<file path="src/rtl/irq_grp_pkg.sv">
`timescale 1ns/1ps
// Package: shared group codes, control bit positions and region offsets.
// Assumes a byte-addressed register space with 32-bit aligned words.
package irq_grp_pkg;

    typedef enum logic [1:0] {
        GRP_0    = 2'b00,
        GRP_1NS  = 2'b01,
        GRP_1S   = 2'b10
    } grp_e;

    // Control word bit positions
    localparam int CB_G0       = 0;
    localparam int CB_G1NS     = 1;
    localparam int CB_G1S      = 2;
    localparam int CB_ROUTE_S  = 4;
    localparam int CB_ROUTE_NS = 5;
    localparam int CB_DS       = 6;

    // Region base offsets
    localparam logic [11:0] MOD_BASE = 12'hD00;
    localparam logic [11:0] LVL_BASE = 12'hE00;

    // Decode an interrupt's effective group from security mode and its bits
    function automatic grp_e grp_decode(input logic ds, input logic gbit,
                                        input logic mbit);
        if (gbit)
            return GRP_1NS;
        else if (!ds && mbit)
            return GRP_1S;
        else
            return GRP_0;
    endfunction

endpackage

</file>
<file path="src/rtl/grp_ctrl_reg.sv">
`timescale 1ns/1ps
// Banked control word: holds the three group enables and the
// disable-security flag, and presents the secure, non-secure or
// security-disabled view of the word. Assumes wr_en is a qualified
// write hit on the control offset.
module grp_ctrl_reg
    import irq_grp_pkg::*;
#(
    parameter int DATA_W       = 32,
    parameter bit HAS_SECURITY = 1'b1
) (
    input  logic              clk,
    input  logic              rst_n,
    input  logic              wr_en,
    input  logic              sec,
    input  logic [DATA_W-1:0] wdata,
    output logic              ds,
    output logic              en_g0,
    output logic              en_g1ns,
    output logic              en_g1s,
    output logic [DATA_W-1:0] rdata
);

    // State update according to the view of the writer
    always_ff @(posedge clk) begin
        if (!rst_n) begin
            ds      <= !HAS_SECURITY;
            en_g0   <= 1'b0;
            en_g1ns <= 1'b0;
            en_g1s  <= 1'b0;
        end else if (wr_en) begin
            if (ds) begin
                en_g0   <= wdata[CB_G0];
                en_g1ns <= wdata[CB_G1NS];
            end else if (sec) begin
                ds      <= wdata[CB_DS];
                en_g0   <= wdata[CB_G0];
                en_g1ns <= wdata[CB_G1NS];
                en_g1s  <= wdata[CB_DS] ? 1'b0 : wdata[CB_G1S];
            end else begin
                en_g1ns <= wdata[CB_G1NS];
            end
        end
    end

    // Read view selection
    always_comb begin
        rdata = '0;
        if (ds) begin
            rdata[CB_DS]      = 1'b1;
            rdata[CB_ROUTE_S] = 1'b1;
            rdata[CB_G1NS]    = en_g1ns;
            rdata[CB_G0]      = en_g0;
        end else if (sec) begin
            rdata[CB_ROUTE_NS] = 1'b1;
            rdata[CB_ROUTE_S]  = 1'b1;
            rdata[CB_G1S]      = en_g1s;
            rdata[CB_G1NS]     = en_g1ns;
            rdata[CB_G0]       = en_g0;
        end else begin
            rdata[CB_ROUTE_S] = 1'b1;
            rdata[CB_G1NS]    = en_g1ns;
        end
    end

endmodule

</file>
<file path="src/rtl/grp_mod_bank.sv">
`timescale 1ns/1ps
// Secure-only storage for per-interrupt modifier bits (1 bit each) and
// non-secure access levels (2 bits each). Assumes acc_ok is high only
// for secure accesses with security enabled; otherwise reads give 0
// and writes are dropped.
module grp_mod_bank
    import irq_grp_pkg::*;
#(
    parameter int NUM_IRQ = 64,
    parameter int DATA_W  = 32,
    parameter int ADDR_W  = 12
) (
    input  logic                 clk,
    input  logic                 rst_n,
    input  logic                 req_vld,
    input  logic                 req_wr,
    input  logic                 acc_ok,
    input  logic [ADDR_W-1:0]    req_addr,
    input  logic [DATA_W-1:0]    wdata,
    output logic [NUM_IRQ-1:0]   mod_bits,
    output logic [2*NUM_IRQ-1:0] lvl_bits,
    output logic [DATA_W-1:0]    rdata
);

    localparam int BYTES_W   = DATA_W / 8;
    localparam int MOD_WORDS = (NUM_IRQ + DATA_W - 1) / DATA_W;
    localparam int LVL_PER_W = DATA_W / 2;
    localparam int LVL_WORDS = (NUM_IRQ + LVL_PER_W - 1) / LVL_PER_W;
    localparam int IDX_W     = ADDR_W - 2;

    logic [MOD_WORDS*DATA_W-1:0] mod_q;
    logic [LVL_WORDS*DATA_W-1:0] lvl_q;
    logic [ADDR_W-1:0]           mod_off, lvl_off;
    logic                        mod_hit, lvl_hit, wr_ok;
    logic [MOD_WORDS-1:0]        mod_sel;
    logic [LVL_WORDS-1:0]        lvl_sel;

    // Region offsets and hit detection
    assign mod_off = req_addr - ADDR_W'(MOD_BASE);
    assign lvl_off = req_addr - ADDR_W'(LVL_BASE);
    assign mod_hit = mod_off < ADDR_W'(MOD_WORDS * BYTES_W);
    assign lvl_hit = lvl_off < ADDR_W'(LVL_WORDS * BYTES_W);
    assign wr_ok   = req_vld && req_wr && acc_ok;

    for (genvar w = 0; w < MOD_WORDS; w++) begin : g_mod
        assign mod_sel[w] = mod_hit && (mod_off[ADDR_W-1:2] == IDX_W'(w));
        // Modifier word storage
        always_ff @(posedge clk) begin
            if (!rst_n)
                mod_q[w*DATA_W +: DATA_W] <= '0;
            else if (wr_ok && mod_sel[w])
                mod_q[w*DATA_W +: DATA_W] <= wdata;
        end
    end

    for (genvar w = 0; w < LVL_WORDS; w++) begin : g_lvl
        assign lvl_sel[w] = lvl_hit && (lvl_off[ADDR_W-1:2] == IDX_W'(w));
        // Access-level word storage
        always_ff @(posedge clk) begin
            if (!rst_n)
                lvl_q[w*DATA_W +: DATA_W] <= '0;
            else if (wr_ok && lvl_sel[w])
                lvl_q[w*DATA_W +: DATA_W] <= wdata;
        end
    end

    // Read mux, gated by the access rule
    always_comb begin
        rdata = '0;
        for (int w = 0; w < MOD_WORDS; w++)
            if (mod_sel[w]) rdata = rdata | mod_q[w*DATA_W +: DATA_W];
        for (int w = 0; w < LVL_WORDS; w++)
            if (lvl_sel[w]) rdata = rdata | lvl_q[w*DATA_W +: DATA_W];
        if (!acc_ok) rdata = '0;
    end

    assign mod_bits = mod_q[NUM_IRQ-1:0];
    assign lvl_bits = lvl_q[2*NUM_IRQ-1:0];

endmodule

</file>
<file path="src/rtl/grp_resolver.sv">
`timescale 1ns/1ps
// Per-interrupt group decode and group-enable lookup. Purely
// combinational; assumes enables and flags come from registers.
module grp_resolver
    import irq_grp_pkg::*;
#(
    parameter int NUM_IRQ = 64
) (
    input  logic                 ds,
    input  logic                 en_g0,
    input  logic                 en_g1ns,
    input  logic                 en_g1s,
    input  logic [NUM_IRQ-1:0]   grp_bit,
    input  logic [NUM_IRQ-1:0]   mod_bit,
    output logic [2*NUM_IRQ-1:0] grp_sel,
    output logic [NUM_IRQ-1:0]   grp_en
);

    for (genvar i = 0; i < NUM_IRQ; i++) begin : g_irq
        grp_e g;
        // Decode one interrupt and pick its group's enable
        always_comb begin
            g = grp_decode(ds, grp_bit[i], mod_bit[i]);
            unique case (g)
                GRP_1NS: grp_en[i] = en_g1ns;
                GRP_1S:  grp_en[i] = en_g1s;
                default: grp_en[i] = en_g0;
            endcase
        end
        assign grp_sel[2*i +: 2] = g;
    end

endmodule

</file>
<file path="src/rtl/irq_grp_ctrl.sv">
`timescale 1ns/1ps
// Top: banked group control word, secure-only modifier and access-level
// arrays, and per-interrupt group resolution. Reads are registered
// (one cycle latency); unmapped offsets read 0 and ignore writes.
module irq_grp_ctrl
    import irq_grp_pkg::*;
#(
    parameter int NUM_IRQ      = 64,
    parameter int DATA_W       = 32,
    parameter int ADDR_W       = 12,
    parameter bit HAS_SECURITY = 1'b1
) (
    input  logic                 clk,
    input  logic                 rst_n,
    input  logic                 req_vld,
    input  logic                 req_wr,
    input  logic                 req_sec,
    input  logic [ADDR_W-1:0]    req_addr,
    input  logic [DATA_W-1:0]    req_wdata,
    output logic [DATA_W-1:0]    rd_data,
    input  logic [NUM_IRQ-1:0]   irq_grp_bit,
    output logic [2*NUM_IRQ-1:0] irq_grp_sel,
    output logic [NUM_IRQ-1:0]   irq_grp_en,
    output logic [2*NUM_IRQ-1:0] irq_ns_lvl
);

    logic              ds_q, en_g0, en_g1ns, en_g1s;
    logic              ctrl_hit, acc_ok;
    logic [DATA_W-1:0] ctrl_rdata, bank_rdata;
    logic [NUM_IRQ-1:0] mod_bits;

    assign ctrl_hit = (req_addr[ADDR_W-1:2] == '0);
    assign acc_ok   = !ds_q && req_sec;

    grp_ctrl_reg #(.DATA_W(DATA_W), .HAS_SECURITY(HAS_SECURITY)) ctrl_i (
        .clk     (clk),
        .rst_n   (rst_n),
        .wr_en   (req_vld && req_wr && ctrl_hit),
        .sec     (req_sec),
        .wdata   (req_wdata),
        .ds      (ds_q),
        .en_g0   (en_g0),
        .en_g1ns (en_g1ns),
        .en_g1s  (en_g1s),
        .rdata   (ctrl_rdata)
    );

    grp_mod_bank #(.NUM_IRQ(NUM_IRQ), .DATA_W(DATA_W), .ADDR_W(ADDR_W)) bank_i (
        .clk      (clk),
        .rst_n    (rst_n),
        .req_vld  (req_vld),
        .req_wr   (req_wr),
        .acc_ok   (acc_ok),
        .req_addr (req_addr),
        .wdata    (req_wdata),
        .mod_bits (mod_bits),
        .lvl_bits (irq_ns_lvl),
        .rdata    (bank_rdata)
    );

    grp_resolver #(.NUM_IRQ(NUM_IRQ)) res_i (
        .ds      (ds_q),
        .en_g0   (en_g0),
        .en_g1ns (en_g1ns),
        .en_g1s  (en_g1s),
        .grp_bit (irq_grp_bit),
        .mod_bit (mod_bits),
        .grp_sel (irq_grp_sel),
        .grp_en  (irq_grp_en)
    );

    // Registered read return
    always_ff @(posedge clk) begin
        if (!rst_n)
            rd_data <= '0;
        else if (req_vld && !req_wr)
            rd_data <= ctrl_hit ? ctrl_rdata : bank_rdata;
    end

endmodule

</file>
<file path="config.mk">
export PLATFORM = sky130hd
export DESIGN_NAME = irq_grp_ctrl
export DESIGN_NICKNAME = d
export VERILOG_FILES = /design/src/rtl/irq_grp_pkg.sv /design/src/rtl/grp_ctrl_reg.sv /design/src/rtl/grp_mod_bank.sv /design/src/rtl/grp_resolver.sv /design/src/rtl/irq_grp_ctrl.sv
export SDC_FILE = /design/constraint.sdc
export NUM_CORES = 1
export LEC_CHECK = 0
export ABC_AREA = 1
export BUFFER_PORTS_ARGS = -buffer_cell sky130_fd_sc_hd__buf_2
export CAP_MARGIN = 20
export CELL_PAD_IN_SITES_DETAIL_PLACEMENT = 0
export CELL_PAD_IN_SITES_GLOBAL_PLACEMENT = 2
export CORE_MARGIN = 2
export CORE_UTILIZATION = 27
export CTS_BUF_LIST = sky130_fd_sc_hd__clkbuf_16
export DETAILED_ROUTE_END_ITERATION = 16
export GPL_TIMING_DRIVEN = 0
export PLACE_DENSITY_LB_ADDON = 0.1
export SETUP_SLACK_MARGIN = 0.3
export SLEW_MARGIN = 20
export SYNTH_ARGS = -nofsm -noshare
export SYNTH_HDL_FRONTEND = slang
export SYNTH_HIERARCHICAL = 1
export SYNTH_SLANG_ARGS = --single-unit
</file>
<file path="constraint.sdc">
create_clock -name clk -period 2 [get_ports clk]
set_input_delay 0 -clock clk [delete_from_list [all_inputs] [get_ports clk]]
set_output_delay 0 -clock clk [all_outputs]
set_load 0.005 [all_outputs]
</file>
* Yosys cells after proc, flatten, opt, wreduce, memory -nomap -nowiden *
Cells that the tools add are included.

operators by class
  $add $sub $neg = 2
  $lt $le $gt $ge = 2
  eq/ne operators = 132
  mux-type cells = 212
  bitwise gates (word level) = 6
  reductions and logical operators = 89

operator list
  kind                                                                            number
  2-bit two-way mux                                                               128
  32-bit two-way mux                                                              8
  32-bit bitwise OR                                                               5
  2-bit by 1-bit == test with 1-bit output (second input constant)                64
  2-bit == test (second input constant)                                           64
  1-bit case mux with 2 select lines                                              64
  1-bit logical AND                                                               81
  10-bit logical NOT                                                              3
  12-bit subtractor (second input constant)                                       2
  10-bit by 1-bit == test with 1-bit output (second input constant)               2
  10-bit by 2-bit == test with 1-bit output (second input constant)               2
  12-bit by 4-bit less-than comparator with 1-bit output (second input constant)  1
  12-bit by 5-bit less-than comparator with 1-bit output (second input constant)  1
  1-bit two-way mux                                                               12
  3-bit AND reduction                                                             1
  1-bit logical NOT                                                               2
  2-bit AND reduction                                                             1
  2-bit nonzero test                                                              1
  1-bit inverter                                                                  1

storage, ports and cells
  register bits after elaboration = 228
  input port bits = 113

* Logic depth before layout (Yosys ltp) *
  depth after elaboration = 16
  mapped depth = 17

* Cells and area by module *
Netlist, hierarchy kept.

by module, submodules not included
  module        times used  cells each  area each (µm²)  sequential area each (µm²)
  grp_mod_bank  1           1329        9161.3           3843.7
  grp_resolver  1           612         2941.6           0.0
  irq_grp_ctrl  1           327         2142.1           640.6
  grp_ctrl_reg  1           62          422.9            80.1

* Least setup slack after synthesis *
No wires, ideal clock.

  kind = in2reg
  start = in req_addr[9]
  end = reg rd_data[27]
  setup time = 0.056 ns
  arrival time = 1.595 ns
  data required time = 1.944 ns
  path slack = 0.349 ns
  stages = 15
  buffers on the path = 2
  cell sequence = inv_1 > ha_1 > nand2_1 > nor2_4 > buf_2 > buf_2 > nand4_1 > nand2_1 > nor2_1 > a21oi_1 > inv_1 > o21bai_2 > nand3_1 > nand2_1 > inv_1

on the way
  cells in the longest elaborated chain, start to end = 16
  elaborated cells between the ends (all ways) = 30
  classes of those cells = 2 x add/sub; 2 x order compare; 4 x eq/ne; 8 x mux; 5 x bitwise; 9 x reduce/logical

ends and longest elaborated chain
  what                                                                                                 RTL line                                source
  start: declaration                                                                                   irq_grp_ctrl.sv:18                      input logic [ADDR_W-1:0] req_addr,
  12-bit subtractor                                                                                    grp_mod_bank.sv:39                      assign mod_off = req_addr - ADDR_W'(MOD_BASE);
  12-bit by 4-bit less-than comparator with 1-bit output / 10-bit logical NOT (equally long branches)  grp_mod_bank.sv:41, grp_mod_bank.sv:46
  1-bit logical AND                                                                                    grp_mod_bank.sv:46                      assign mod_sel[w] = mod_hit && (mod_off[ADDR_W-1:2] == IDX_W'(w));
  32-bit two-way mux                                                                                   grp_mod_bank.sv:71                      if (mod_sel[w]) rdata = rdata | mod_q[w*DATA_W +: DATA_W];
  32-bit bitwise OR                                                                                    grp_mod_bank.sv:71
  32-bit two-way mux                                                                                   grp_mod_bank.sv:71
  32-bit bitwise OR                                                                                    grp_mod_bank.sv:73                      if (lvl_sel[w]) rdata = rdata | lvl_q[w*DATA_W +: DATA_W];
  32-bit two-way mux                                                                                   grp_mod_bank.sv:73
  32-bit bitwise OR                                                                                    grp_mod_bank.sv:73
  32-bit two-way mux                                                                                   grp_mod_bank.sv:73
  32-bit bitwise OR                                                                                    grp_mod_bank.sv:73
  32-bit two-way mux                                                                                   grp_mod_bank.sv:73
  32-bit bitwise OR                                                                                    grp_mod_bank.sv:73
  32-bit two-way mux *                                                                                 grp_mod_bank.sv:73
  32-bit two-way mux *                                                                                 grp_mod_bank.sv:74                      if (!acc_ok) rdata = '0;
  named net bank_rdata[27]                                                                             irq_grp_ctrl.sv:29                      logic [DATA_W-1:0] ctrl_rdata, bank_rdata;
  32-bit two-way mux *                                                                                 irq_grp_ctrl.sv:77                      rd_data <= ctrl_hit ? ctrl_rdata : bank_rdata;
  end signal: assignment                                                                               irq_grp_ctrl.sv:77
  end: declaration                                                                                     irq_grp_ctrl.sv:20                      output logic [DATA_W-1:0] rd_data,

The timed path passes the listed nets; every way through them passes the cells marked *.
A chain may end at the register's enable or synchronous reset.

* Worst setup path in the final report *
  start = reg ctrl_i.ds
  end = out irq_grp_en[13]

on the way
  cells in the longest elaborated chain, start to end = 6
  elaborated cells between the ends (all ways) = 7
  classes of those cells = 2 x eq/ne; 3 x mux; 2 x reduce/logical

ends and longest elaborated chain
  what                                                                              RTL line            source
  start: declaration                                                                grp_ctrl_reg.sv:17  output logic ds,
  start signal: assignment                                                          grp_ctrl_reg.sv:27  ds <= !HAS_SECURITY;
  start signal: assignment                                                          grp_ctrl_reg.sv:36  ds <= wdata[CB_DS];
  1-bit logical NOT *                                                               irq_grp_pkg.sv:29   else if (!ds && mbit)
  1-bit logical AND *                                                               irq_grp_pkg.sv:29
  2-bit two-way mux *                                                               irq_grp_pkg.sv:29
  2-bit two-way mux *                                                               irq_grp_pkg.sv:27   if (gbit)
  2-bit == test / 2-bit by 1-bit == test with 1-bit output (equally long branches)  grp_resolver.sv:24  unique case (g)
  1-bit case mux with 2 select lines *                                              grp_resolver.sv:24
  end: declaration                                                                  irq_grp_ctrl.sv:23  output logic [NUM_IRQ-1:0] irq_grp_en,

Every way passes the cells marked *; elsewhere a longest branch is shown, timed or not.

==> impl_metrics.json <==
{
  "hold_ws_ps": 12.0,
  "tightest_slew_ps": 814,
  "cp_data_required_time_ps": 2000,
  "finalCritPeriodShare_pct": 90.0,
  "dieHeight_um": 237,
  "dp_slack_ps": -883,
  "placed_area_um2": 17900,
  "grt_max_degree": 15,
  "power_mw": 11.3,
  "grt_pass1_wl_um": 111000,
  "design_area_um2": 21200,
  "synth.largest_area_cell": "dfxtp_1",
  "place.gp.congestion": 0.886,
  "finalCoreUtilization_pct": 39.3,
  "drt_iter0_markers": 1276,
  "synth_cell_types": 26,
  "via_per_inst": 4.87,
  "path_clk_slew_ps": 60,
  "path_class": "flop to primary output",
  "routed_wl_um": 78200,
  "endpoint_kind": "primary output",
  "hold_class": "primary input to flop",
  "cts_root_buf": "clkbuf_16",
  "overflow": 0,
  "hold_end": "bank_i/lvl_bits[32]$_SDFFE_PN0P_",
  "reg2reg_from": "ctrl_i/ds$_SDFFE_PN0P_",
  "cts_made_buffers": 29,
  "h-tree-depth": 1,
  "drive_gt1_share_pct": 33.4,
  "routedWlPerCell_um": 21.5,
  "syn_area_um2": 14700,
  "cp_max_fo": 5,
  "fin_worst_skew_ps": 20.5,
  "first_pass_iters": 6,
  "cts_max_path_buffers": 3,
  "ys.flop_type": "dfxtp_1",
  "finalMaxSlewViolations": 0,
  "dpl.hpwl_um": 61200,
  "io_pins": 465,
  "synth_edf_count": 0,
  "grt_pass1_vias": 16503,
  "clock.fmax_mhz": 556,
  "fillCellCount": 5861,
  "worst_path_largest_cell_delay_ps": 380,
  "antenna_found_initial": 1,
  "ant_nets": 0,
  "ys_warn_count": 6,
  "crit_arrival_ps": 1800,
  "hold_start": "req_vld",
  "setup_viol": 0,
  "synth_most_common_cell": "nand2_1",
  "tritoncts": "yes",
  "n_antenna_cell": 0,
  "grt_setup_unrepaired": "yes",
  "yosys.area.top_type_share_pct": 31.1,
  "dr_total_vias": 17743,
  "die_area_um2": 56200,
  "reg2reg_to": "bank_i/mod_bits[21]$_SDFFE_PN0P_",
  "coreArea_um2": 53800,
  "crit_chain": "inv_8 > buf_12 > buf_8 > nand2_2 > nand2_1 > nand3_2 > buf_2",
  "clock-sinks": 228,
  "power_leakage_nw": 10.7,
  "synth_commonest_cells": "383 x nand2_1, 309 x nor2_1, 304 x inv_1",
  "vdd_drop_max_v": 0.000633,
  "clock_latency_ps": 590,
  "synth.area.top_cells": "dfxtp_1 31%, nand2_1 9.8%, nand4_1 8.1%",
  "numPortBuffers": 462,
  "reg2reg_slack_ps": 310,
  "critPathSlowestCell": "dfxtp_4",
  "final_nets": 3042,
  "crit_buf_inv": 4,
  "whs_path_depth": 5,
  "fin_tns_setup_ps": 0,
  "syn2layout_area_growth_pct": 44.2,
  "synthArstFlopShare_pct": 0,
  "power_density_nw_per_um2": 534,
  "start_util_pct": 27.3,
  "die_w_um": 237,
  "dp_cells": 3513,
  "grtUsageTotal_pct": 26.3,
  "stdcell_count": 3646,
  "finalHoldViolCount": 0,
  "fin_crit_ps": 1800,
  "critPathTopFamily": "buffers and inverters",
  "cp-start-kind": "flop",
  "maxCapViolCount": 0,
  "status": "completed",
  "avgSynthCellArea_um2": 6.30,
  "drc": 0,
  "synth_seq_cells": 228,
  "rows": 85,
  "seq_area_frac_synth_pct": 31.1,
  "finalWorstSetupSlack_ps": 200,
  "syn_inst": 2330,
  "slew_headroom_pct": 45.7,
  "rr_worst_depth": 8
}
[cell usage in the layout, fill, tap and decap left out, types with 9 or more instances in the layout]
| master | Yosys | final |
|---|---|---|
| buf_2 | 76 | 485 |
| nand2_1 | 383 | 343 |
| inv_1 | 304 | 305 |
| nor2_1 | 309 | 283 |
| dfxtp_1 | 228 | 225 |
| nand4_1 | 190 | 190 |
| nand3_1 | 206 | 181 |
| a21oi_1 | 193 | 179 |
| buf_4 | 108 | 138 |
| o21ai_1 | 95 | 98 |
| o21ai_0 | 67 | 50 |
| buf_6 | 11 | 47 |
| nand2_2 | 24 | 42 |
| clkbuf_16 | 0 | 40 |
| dlygate4sd3_1 | 0 | 38 |
| nand3_2 | 7 | 27 |
| conb_1 | 2 | 27 |
| o21bai_2 | 26 | 26 |
| clkbuf_1 | 53 | 26 |
| nor2_2 | 7 | 24 |
| nand2_4 | 0 | 22 |
| nor2_4 | 9 | 18 |
| clkbuf_2 | 0 | 15 |
| inv_2 | 11 | 13 |
| o21ai_2 | 0 | 12 |
| buf_8 | 2 | 11 |
| a21oi_4 | 0 | 10 |
| buf_12 | 0 | 10 |
| clkinv_1 | 0 | 9 |
[layer usage]
layer / part of all wire [%] / global-route usage, % / vias up
met1: 44 / 34.6 / 8378
met5: 0 / 0 / -
met4: 2.3 / 5.93 / 0
met3: 6.5 / 4.29 / 74
met2: 48 / 45.2 / 606
li1: - / - / 8685
[worst register-to-register path, delay by kind of cell (launching register included)]
kind	cells	cell delay [ps]
flip-flops	1	380
buffers and inverters	3	540
AO/OA/AOI/OAI	2	190
AND/OR/NAND/NOR	3	480
[state kept, by name, indices dropped and copies added (netlist names)]
signal,count
bank_i/lvl_bits,128
ctrl_i/en_g1s,1
ctrl_i/en_g1ns,1
ctrl_i/en_g0,1
ctrl_i/ds,1
rd_data,32
bank_i/mod_bits,64
[layout make-up]
| cell class | instances | area (um^2) | area share (%) |
|---|---|---|---|
| multi-input combinational | 1556 | 8180 | 38.7 |
| sequential | 228 | 4570 | 21.6 |
| timing repair buffer | 539 | 3390 | 16.0 |
| buffer | 258 | 2010 | 9.49 |
| inverter | 315 | 1200 | 5.65 |
| tap | 696 | 871 | 4.12 |
| clock buffer | 29 | 726 | 3.43 |
| clock inverter | 25 | 214 | 1.01 |
[power breakdown]
part           total (mW)  leakage, nW  internal, mW  switching, mW
Combinational        1.36         8.35         0.526          0.829
Clock                5.34        0.484          3.13           2.21
Sequential           4.60         1.84          4.58         0.0194
[cell families (layout without fill, tap and decap cells)]
kind of cell | after synthesis | after routing | synth area share [%]
AOI/OAI and AO/OA | 388 | 388 | 14.5
and+or+nand+nor | 1137 | 1139 | 35.4
other | 2 | 27 | 0.0512
buffers and inverters | 573 | 1166 | 18.8
adders and majority gates | 2 | 2 | 0.171
DFF | 228 | 228 | 31.1
[worst max path at each step]
stage | start | endpoint | slack [ps] | cells after the start
after CTS | ctrl_i/ds$_SDFFE_PN0P_ | irq_grp_sel[47] | 180 | 6
after detailed placement | req_addr[9] | rd_data[18]$_SDFFE_PN0P_ | -880 | 14
after floorplan | req_addr[9] | rd_data[27]$_SDFFE_PN0P_ | 350 | 15
after global routing | ctrl_i/ds$_SDFFE_PN0P_ | irq_grp_en[61] | 160 | 7
after global placement | req_addr[9] | rd_data[16]$_SDFFE_PN0P_ | -950 | 14
final | ctrl_i/ds$_SDFFE_PN0P_ | irq_grp_en[13] | 200 | 7
[timing repair]
item | CTS | global route
endpoints found under the hold margin | 200 | 1
resized for setup | 193 | 212
hold buffers | 37 | 1
setup buffers | 12 | 12
pin swaps | 27 | 48
gates cloned | 4 | 13
endpoints found under the setup margin | 346 | 218
No activity file was read; power rests on OpenSTA's default activity.
